$ cat src/rtl/dst_pkg.sv
package dst_pkg;
    localparam int MAX_OPS       = 4;
    localparam int CNT_W         = 3;
    localparam int OP_SEL_W      = $clog2(MAX_OPS);
    localparam int CMP_ZERO_JUMP = 8;

    typedef enum logic [1:0] {
        DK_IDLE = 2'd0,
        DK_FWD  = 2'd1,
        DK_RET  = 2'd2
    } dst_kind_e;

    function automatic logic arrival_swap(input logic v0, input logic v1,
                                          input logic [31:0] s0, input logic [31:0] s1);
        return v0 && v1 && (s1 < s0);
    endfunction
endpackage

$ cat src/rtl/dst_offset_calc.sv
module dst_offset_calc
    import dst_pkg::*;
#(
    parameter int IDX_W = 16,
    parameter int OFF_W = 6
) (
    input  logic             clk,
    input  logic             rst,
    input  logic             in_vld,
    input  logic             in_cmp,
    input  logic             in_two,
    input  logic [IDX_W-1:0] cur,
    input  logic [OFF_W-1:0] off_a,
    input  logic [OFF_W-1:0] off_b,
    output logic             res_vld,
    output logic             res_ret,
    output logic             res_a_vld,
    output logic             res_b_vld,
    output logic [IDX_W-1:0] res_a,
    output logic [IDX_W-1:0] res_b
);
    localparam int PAD_W = IDX_W - OFF_W;

    dst_kind_e        kind;
    logic [IDX_W-1:0] eff_a;
    logic [IDX_W-1:0] a_idx;
    logic [IDX_W-1:0] b_idx;

    always_comb begin
        kind  = DK_IDLE;
        eff_a = {{PAD_W{1'b0}}, off_a};
        if (in_vld) begin
            if (off_a == '0) begin
                if (in_cmp) begin
                    eff_a = IDX_W'(CMP_ZERO_JUMP);
                    kind  = DK_FWD;
                end else begin
                    kind  = DK_RET;
                end
            end else begin
                kind = DK_FWD;
            end
        end
        a_idx = cur + eff_a;
        b_idx = a_idx + {{PAD_W{1'b0}}, off_b};
    end

    always_ff @(posedge clk) begin
        if (rst) begin
            res_vld   <= 1'b0;
            res_ret   <= 1'b0;
            res_a_vld <= 1'b0;
            res_b_vld <= 1'b0;
            res_a     <= '0;
            res_b     <= '0;
        end else begin
            res_vld   <= in_vld;
            res_ret   <= (kind == DK_RET);
            res_a_vld <= (kind == DK_FWD);
            res_b_vld <= (kind == DK_FWD) && in_two;
            if (in_vld) begin
                res_a <= a_idx;
                res_b <= b_idx;
            end
        end
    end

    a_r3_reg_zero_ret: assert property (@(posedge clk) disable iff (rst)
        (in_vld && !in_cmp && off_a == '0) |=> (res_ret && !res_a_vld && !res_b_vld));

    a_r4_cmp_jump: assert property (@(posedge clk) disable iff (rst)
        (in_vld && in_cmp && off_a == '0) |=>
            (!res_ret && res_a_vld && res_a == $past(cur) + IDX_W'(CMP_ZERO_JUMP)));

    a_r5_same_dest: assert property (@(posedge clk) disable iff (rst)
        (in_vld && in_two && off_b == '0 && (in_cmp || off_a != '0)) |=>
            (res_b_vld && res_b == res_a));
endmodule

$ cat src/rtl/dst_slot.sv
module dst_slot
    import dst_pkg::*;
#(
    parameter int IDX_W  = 16,
    parameter int DATA_W = 16
) (
    input  logic                      clk,
    input  logic                      rst,
    input  logic                      clr,
    input  logic                      exp_we,
    input  logic [CNT_W-1:0]          exp_cnt,
    input  logic [IDX_W-1:0]          exp_tag,
    input  logic                      hit_a,
    input  logic [DATA_W-1:0]         data_a,
    input  logic                      hit_b,
    input  logic [DATA_W-1:0]         data_b,
    output logic                      rdy,
    output logic [IDX_W-1:0]          tag,
    output logic [MAX_OPS*DATA_W-1:0] ops,
    output logic                      ovf
);
    logic [CNT_W-1:0]                      cnt_q, cnt_n;
    logic [CNT_W-1:0]                      exp_q, exp_n;
    logic [IDX_W-1:0]                      tag_q, tag_n;
    logic [MAX_OPS-1:0][DATA_W-1:0]        ops_q, ops_n;

    always_comb begin
        cnt_n = clr ? '0 : cnt_q;
        exp_n = clr ? '0 : exp_q;
        tag_n = tag_q;
        ops_n = ops_q;
        ovf   = 1'b0;
        if (exp_we) begin
            exp_n = exp_cnt;
            tag_n = exp_tag;
        end
        if (hit_a) begin
            if (cnt_n < CNT_W'(MAX_OPS)) begin
                ops_n[cnt_n[OP_SEL_W-1:0]] = data_a;
                cnt_n = cnt_n + 1'b1;
            end else begin
                ovf = 1'b1;
            end
        end
        if (hit_b) begin
            if (cnt_n < CNT_W'(MAX_OPS)) begin
                ops_n[cnt_n[OP_SEL_W-1:0]] = data_b;
                cnt_n = cnt_n + 1'b1;
            end else begin
                ovf = 1'b1;
            end
        end
    end

    always_ff @(posedge clk) begin
        if (rst) begin
            cnt_q <= '0;
            exp_q <= '0;
            tag_q <= '0;
            ops_q <= '0;
        end else begin
            cnt_q <= cnt_n;
            exp_q <= exp_n;
            tag_q <= tag_n;
            ops_q <= ops_n;
        end
    end

    assign rdy = (exp_q != '0) && (cnt_q == exp_q);
    assign tag = tag_q;
    assign ops = ops_q;

    a_r6_cnt_bound: assert property (@(posedge clk) disable iff (rst)
        cnt_q <= CNT_W'(MAX_OPS));

    a_r6_first_pos: assert property (@(posedge clk) disable iff (rst)
        (!clr && cnt_q == '0 && hit_a) |=> (ops_q[0] == $past(data_a)));

    a_r9_full_drop: assert property (@(posedge clk) disable iff (rst)
        (!clr && cnt_q == CNT_W'(MAX_OPS) && (hit_a || hit_b)) |=>
            (cnt_q == CNT_W'(MAX_OPS) && $stable(ops_q)));

    a_r10_cleared: assert property (@(posedge clk) disable iff (rst)
        (clr && !hit_a && !hit_b && !exp_we) |=> (cnt_q == '0 && !rdy));
endmodule

$ cat src/rtl/dst_ready_pick.sv
module dst_ready_pick #(
    parameter int N     = 16,
    parameter int SEL_W = 4
) (
    input  logic [N-1:0]     req,
    output logic             any,
    output logic [SEL_W-1:0] sel
);
    always_comb begin
        any = |req;
        sel = '0;
        for (int i = N - 1; i >= 0; i--) begin
            if (req[i]) sel = SEL_W'(i);
        end
    end
endmodule

$ cat src/rtl/dflow_dest_resolver.sv
module dflow_dest_resolver
    import dst_pkg::*;
#(
    parameter int IDX_W     = 16,
    parameter int OFF_W     = 6,
    parameter int DATA_W    = 16,
    parameter int NUM_SLOTS = 16
) (
    input  logic                      clk,
    input  logic                      rst,
    input  logic                      dec_vld,
    input  logic                      dec_cmp,
    input  logic                      dec_two,
    input  logic [IDX_W-1:0]          dec_cur,
    input  logic [OFF_W-1:0]          dec_off_a,
    input  logic [OFF_W-1:0]          dec_off_b,
    output logic                      res_vld,
    output logic                      res_ret,
    output logic                      res_a_vld,
    output logic                      res_b_vld,
    output logic [IDX_W-1:0]          res_a_idx,
    output logic [IDX_W-1:0]          res_b_idx,
    input  logic                      exp_we,
    input  logic [IDX_W-1:0]          exp_idx,
    input  logic [2:0]                exp_cnt,
    input  logic                      arr0_vld,
    input  logic [IDX_W-1:0]          arr0_src,
    input  logic [IDX_W-1:0]          arr0_dst,
    input  logic [DATA_W-1:0]         arr0_data,
    input  logic                      arr1_vld,
    input  logic [IDX_W-1:0]          arr1_src,
    input  logic [IDX_W-1:0]          arr1_dst,
    input  logic [DATA_W-1:0]         arr1_data,
    output logic                      rdy_vld,
    output logic [IDX_W-1:0]          rdy_idx,
    output logic [4*DATA_W-1:0]       rdy_ops,
    input  logic                      rdy_acc,
    output logic                      err_ovf
);
    localparam int SLOT_W = $clog2(NUM_SLOTS);

    dst_offset_calc #(.IDX_W(IDX_W), .OFF_W(OFF_W)) u_calc (
        .clk(clk), .rst(rst),
        .in_vld(dec_vld), .in_cmp(dec_cmp), .in_two(dec_two),
        .cur(dec_cur), .off_a(dec_off_a), .off_b(dec_off_b),
        .res_vld(res_vld), .res_ret(res_ret),
        .res_a_vld(res_a_vld), .res_b_vld(res_b_vld),
        .res_a(res_a_idx), .res_b(res_b_idx)
    );

    // arrival ordering: the lower producer index goes first
    logic                 swap;
    logic                 f_vld, s_vld;
    logic [SLOT_W-1:0]    f_slot, s_slot;
    logic [DATA_W-1:0]    f_data, s_data;

    always_comb begin
        swap   = arrival_swap(arr0_vld, arr1_vld, 32'(arr0_src), 32'(arr1_src));
        f_vld  = swap ? arr1_vld : arr0_vld;
        f_slot = swap ? arr1_dst[SLOT_W-1:0] : arr0_dst[SLOT_W-1:0];
        f_data = swap ? arr1_data : arr0_data;
        s_vld  = swap ? arr0_vld : arr1_vld;
        s_slot = swap ? arr0_dst[SLOT_W-1:0] : arr1_dst[SLOT_W-1:0];
        s_data = swap ? arr0_data : arr1_data;
    end

    logic [NUM_SLOTS-1:0]          slot_rdy;
    logic [NUM_SLOTS-1:0]          slot_ovf;
    logic [IDX_W-1:0]              slot_tag [NUM_SLOTS];
    logic [MAX_OPS*DATA_W-1:0]     slot_ops [NUM_SLOTS];
    logic                          pick_any;
    logic [SLOT_W-1:0]             pick_sel;

    for (genvar g = 0; g < NUM_SLOTS; g++) begin : g_slot
        logic hit_f, hit_s, clr_g, we_g;
        assign hit_f = f_vld && (f_slot == SLOT_W'(g));
        assign hit_s = s_vld && (s_slot == SLOT_W'(g));
        assign clr_g = pick_any && rdy_acc && (pick_sel == SLOT_W'(g));
        assign we_g  = exp_we && (exp_idx[SLOT_W-1:0] == SLOT_W'(g));

        dst_slot #(.IDX_W(IDX_W), .DATA_W(DATA_W)) u_slot (
            .clk(clk), .rst(rst), .clr(clr_g),
            .exp_we(we_g), .exp_cnt(exp_cnt), .exp_tag(exp_idx),
            .hit_a(hit_f), .data_a(f_data),
            .hit_b(hit_s), .data_b(s_data),
            .rdy(slot_rdy[g]), .tag(slot_tag[g]), .ops(slot_ops[g]),
            .ovf(slot_ovf[g])
        );
    end

    dst_ready_pick #(.N(NUM_SLOTS), .SEL_W(SLOT_W)) u_pick (
        .req(slot_rdy), .any(pick_any), .sel(pick_sel)
    );

    assign rdy_vld = pick_any;
    assign rdy_idx = slot_tag[pick_sel];
    assign rdy_ops = slot_ops[pick_sel];

    always_ff @(posedge clk) begin
        if (rst) err_ovf <= 1'b0;
        else     err_ovf <= |slot_ovf;
    end

    a_r9_err_cause: assert property (@(posedge clk) disable iff (rst)
        err_ovf |-> $past(arr0_vld || arr1_vld));

    a_r8_offer_ready: assert property (@(posedge clk) disable iff (rst)
        rdy_vld |-> slot_rdy[pick_sel]);
endmodule

$ cat config.mk
export PLATFORM = sky130hd
export DESIGN_NAME = dflow_dest_resolver
export DESIGN_NICKNAME = d
export VERILOG_FILES = /design/src/rtl/dst_pkg.sv /design/src/rtl/dst_offset_calc.sv /design/src/rtl/dst_slot.sv /design/src/rtl/dst_ready_pick.sv /design/src/rtl/dflow_dest_resolver.sv
export SDC_FILE = /design/constraint.sdc
export NUM_CORES = 2
export LEC_CHECK = 0
export ABC_AREA = 1
export CORE_MARGIN = 2
export CORE_UTILIZATION = 30
export CTS_CLUSTER_DIAMETER = 40
export CTS_CLUSTER_SIZE = 12
export DETAILED_ROUTE_END_ITERATION = 8
export HOLD_SLACK_MARGIN = 0.12
export SYNTH_ARGS = -nofsm -noshare
export SYNTH_HDL_FRONTEND = slang
export SYNTH_SLANG_ARGS = --single-unit
$ cat constraint.sdc
create_clock -name clk -period 6.4 [get_ports clk]
set_input_delay 0.64 -clock clk [delete_from_list [all_inputs] [get_ports clk]]
set_output_delay 0.64 -clock clk [all_outputs]
set_load 0.03 [all_outputs]
==> results by stage <==
Critical path:
- The setup slack of the most critical reg-to-reg path is 1.66 ns.
- The most numerous cell on the critical path is nand2_1.
- The worst setup path endpoint is rdy_ops[52].
- The type of destination of the critical path is a primary output.
- The cell with the largest stage delay on the worst path is clkdlybuf4s50_1.
- The critical path is of the reg2out type.
- The worst-path maximum fanout is 60.
- STA classifies the critical path startpoint as a register.
- The data required time at the worst endpoint is 5.76 ns.
- The launching element of the worst setup path is g_slot[13].u_slot.cnt_q[0]$_SDFF_PP0_.
- The worst flop-to-flop path endpoint is g_slot[2].u_slot.ops[22]$_SDFF_PP0_.
- The critical path's largest stage delay is 0.79 ns.
- The depth of the worst register-to-register path is 26.
- The critical path data arrival time is 5.54 ns.
- In this run the critical register-to-register path is launched from g_slot[13].u_slot.cnt_q[0]$_SDFF_PP0_.

Timing:
- The smallest clock period supported by the final layout is computed as 6.18 ns.
- The number of hold-slack violations in the final timing report is 0.
- Setup repair after global routing left no endpoint under its margin.
- The final total negative setup slack is 0 ns.
- The final setup skew is 0.0404 ns.
- Measured against its own limit, the worst slew margin works out to 0.152.
- Setup violations remaining at the end of the flow were counted as 0.
- The number of max-slew violations in the final report is 0.
- The highest attainable clock frequency is 162 MHz.
- Dividing the final minimum period by the clock period gives 0.966.
- The transition at the pin with the smallest max-transition slack is 1.27 ns.

Place:
- The wire-length estimate of the detail-placed layout is 201000 um.
- In this run the tool buffered the top-level ports with 245 buffer cells.
- The placer congestion estimate is 0.926.
- The standard cell area after detailed placement is 79000 sq um.

Floorplanning:
- The die width is 499 um.
- The I/O pin count is 270.
- The initialized floorplan defines 181 standard-cell rows.
- The total area inside the core boundary comes to 244000 sq um.
- The die is 499 um tall.
- For this configuration, the core starts out at a cell density of 0.302.
- The die covers 249000 sq um.

Power and ir drop:
- In this run the static leakage power is 34.4 nW.
- IR analysis of the VDD net gives a maximum drop of 0.304 mV.
- Power spread over the standard cell area amounts to 295 nW/um^2.
- The design draws 25.7 mW.

Routing:
- The routed design has 321000 um of wire.
- The number of design-rule violations left by the first detailed-router iteration is 9568.
- Before antenna repair, the detailed router went through 6 iterations.
- The wire length per cell is 23.1 um.
- The remaining routing DRC violations is 0.
- The final route contains 76000 vias.
- The per-cell via count in the routed design is 5.47.
- Once detail routing completed, the nets flagged for antenna violations numbered 0.

Cells and area:
- In the final layout, the share of cells above drive strength 1 is 0.0871.
- In the layout the commonest cells are nand2_1 (2877), dfxtp_1 (1413), nor2_1 (1061), a21oi_1 (888), o21ai_0 (735).
- The most frequent standard cell in the layout excluding fill and tap cells is nand2_1.
- The number of nets in the final layout is 10800.
- For this run, the share of the core covered by cells in the final layout is 0.358.
- The area added between synthesis and finish is 18.5%.
- The area of all placed cells without fillers is 87300 sq um.

Yosys:
- The post-synthesis average cell area is 6.88 sq um.
- The share of the synthesized area in compound gates (AO/OA/AOI/OAI) is 0.236.
- Synthesis inferred 1413 register bits.
- The total number of yosys warnings is 0.
- The synthesized netlist contains 53 unique library cells.
- Of the post-synthesis cell area, the part taken by muxes is 0.
- The count of flip-flops with a built-in enable after synthesis is 0.
- The xor/xnor share of the synthesized area is 0.00785.
- The fraction of the mapped netlist area in simple logic gates is 0.263.
- The proportion of netlist area held by the largest area contributor is 0.384.
- By area, the combinational part of the netlist is dominated by simple AND/OR/NAND/NOR gates.
- The flip-flop cell with the highest count after synthesis is dfxtp_1.
- Counting flops with an async set or reset pin after synthesis yields a share of 0.
- The synthesized instance count is 10700.
- The arithmetic-cell share of the synthesized area counting full adders, half adders and majority gates is 0.0270.
- The proportion of synthesized chip area in sequential cells is 0.384.
- The cell area that synthesis handed to floorplanning was 73600 sq um.
- The synthesized netlist net count is 11000.
- After synthesis, the cell types taking the most area are dfxtp_1 (38%), nand2_1 (15%), a21oi_1 (6.0%).
- The cell accounting for the most synthesized area is dfxtp_1.

Clock network:
- The clock latency of the later-clocked register in the worst-skew pair is 0.90 ns.
- Counting along the longest clock path gives a buffer depth of 3.
- After clock tree synthesis, the clock-pin slew on the worst setup and hold paths is 0.06 ns.
- The TritonCTS clock tree is built.
- The cell chosen for the clock root is clkbuf_16.
- The number of buffers added by the clock tree synthesis step is 224.
- The sink count of the clock tree is 1413.
- CTS built an H-tree with a depth of 4.
- The number of gates resized after CTS is 0.

Global route:
- In the global route stage, overall resource usage came out at 0.246.
- The wire length of the first global-routing pass is 468000 um.
- The number of antenna violations at the first check in global routing is 10.
- The final global-route overflow total is 0.
- The via count of the first global-routing pass is 68600.
- Entering global routing, the biggest net connects 185 pins.

Status:
- The flow ran to the end, and the final reports show no timing, DRC or antenna violations.

Job:
- The count of max-cap constraint violations is 0.

Hold path:
- The type of the worst min-delay path is in2reg.
- The hold path startpoint is rst.
[area by class of cell]
class                      instances  area [sq um]
antenna                            4          10.0
clock buffer                     261          5950
clock inverter                   162          2240
fill                           25500        156000
inverter                         445          1700
multi-input combinational       7875         39700
sequential                      1413         28300
tap                             3202          4010
timing repair buffer             526          5350
[Yosys cell counts, types with 13 or more instances]
| library cell | number |
|---|---|
| a21oi_1 | 888 |
| a22oi_1 | 538 |
| a31oi_1 | 157 |
| buf_1 | 41 |
| buf_2 | 311 |
| buf_4 | 33 |
| buf_6 | 24 |
| clkbuf_1 | 565 |
| clkinv_1 | 13 |
| dfxtp_1 | 1413 |
| ha_1 | 156 |
| inv_1 | 389 |
| inv_2 | 40 |
| nand2_1 | 2877 |
| nand2_2 | 43 |
| nand3_1 | 224 |
| nand4_1 | 115 |
| nor2_1 | 1072 |
| nor2_2 | 22 |
| nor3_1 | 311 |
| o211ai_1 | 424 |
| o21a_1 | 18 |
| o21ai_0 | 740 |
| o21ai_1 | 121 |
| xnor2_1 | 33 |
| xor2_1 | 33 |
[flip-flops by register name, indices dropped and copies added (netlist names)]
name	flops
u_calc.res_a_vld	1
g_slot.u_slot.exp_q	48
u_calc.res_vld	1
u_calc.res_ret	1
err_ovf	1
g_slot.u_slot.cnt_q	48
g_slot.u_slot.ops	1024
u_calc.res_b	16
u_calc.res_a	16
g_slot.u_slot.tag	256
u_calc.res_b_vld	1
[metrics by stage]
stage | instances | setup WS (ns) | hold slack [ns]
floorplan | 10700 | 2.54 | 0.419
detailed placement | 13500 | 0.562 | 0.430
global placement | 13500 | 0.591 | 0.425
finish | 13900 | 0.220 | 0.247
CTS | 13900 | 0.161 | 0.231
global route | 13900 | 0.0625 | 0.253
[worst min-delay path by stage]
stage          slack, ns  cells past startpoint                                    end
5_1_grt             0.25                      2                     err_ovf$_SDFF_PP0_
3_5_place_dp        0.43                      2   g_slot[1].u_slot.tag[1]$_SDFFE_PP0P_
2_1_floorplan       0.42                      2  g_slot[10].u_slot.tag[0]$_SDFFE_PP0P_
6_report            0.25                      2                     err_ovf$_SDFF_PP0_
4_1_cts             0.23                      2                     err_ovf$_SDFF_PP0_
3_3_place_gp        0.43                      2  g_slot[14].u_slot.tag[0]$_SDFFE_PP0P_
[metal layers]
metal  global-route usage  wire length (um)
met3               0.0474             32600
met4                0.129             18000
met1                0.326            131000
met5                    0                49
met2                0.376            139000
[what timing repair did]
item                                    CTS  global route
hold buffers                              1             0
hold endpoints to repair                  1             0
endpoints found under the setup margin    0             6
buffers inserted                          0             5
[kinds of logic after synthesis]
kind of cell	Yosys count
AOI/OAI and AO/OA	2918
xor gates and xnor gates	66
adders and majority gates	158
buffers and inverters	1420
DFF	1413
and+or+nand+nor	4733
[power breakdown]
part           internal (mW)  total [mW]  switching [mW]
Clock                   8.35        13.3            4.95
Combinational          0.795        3.38            2.58
Sequential              8.97        9.07          0.0941
Total                   18.1        25.7            7.63
[worst max-delay path, delay by kind of cell, from the launching register on]
family	cells	cell delay, ns
AND/OR/NAND/NOR	20	2.27
flip-flops	1	0.39
buffers and inverters	5	1.82
AO/OA/AOI/OAI	1	0.08
Power figures use the tool's default switching activity.
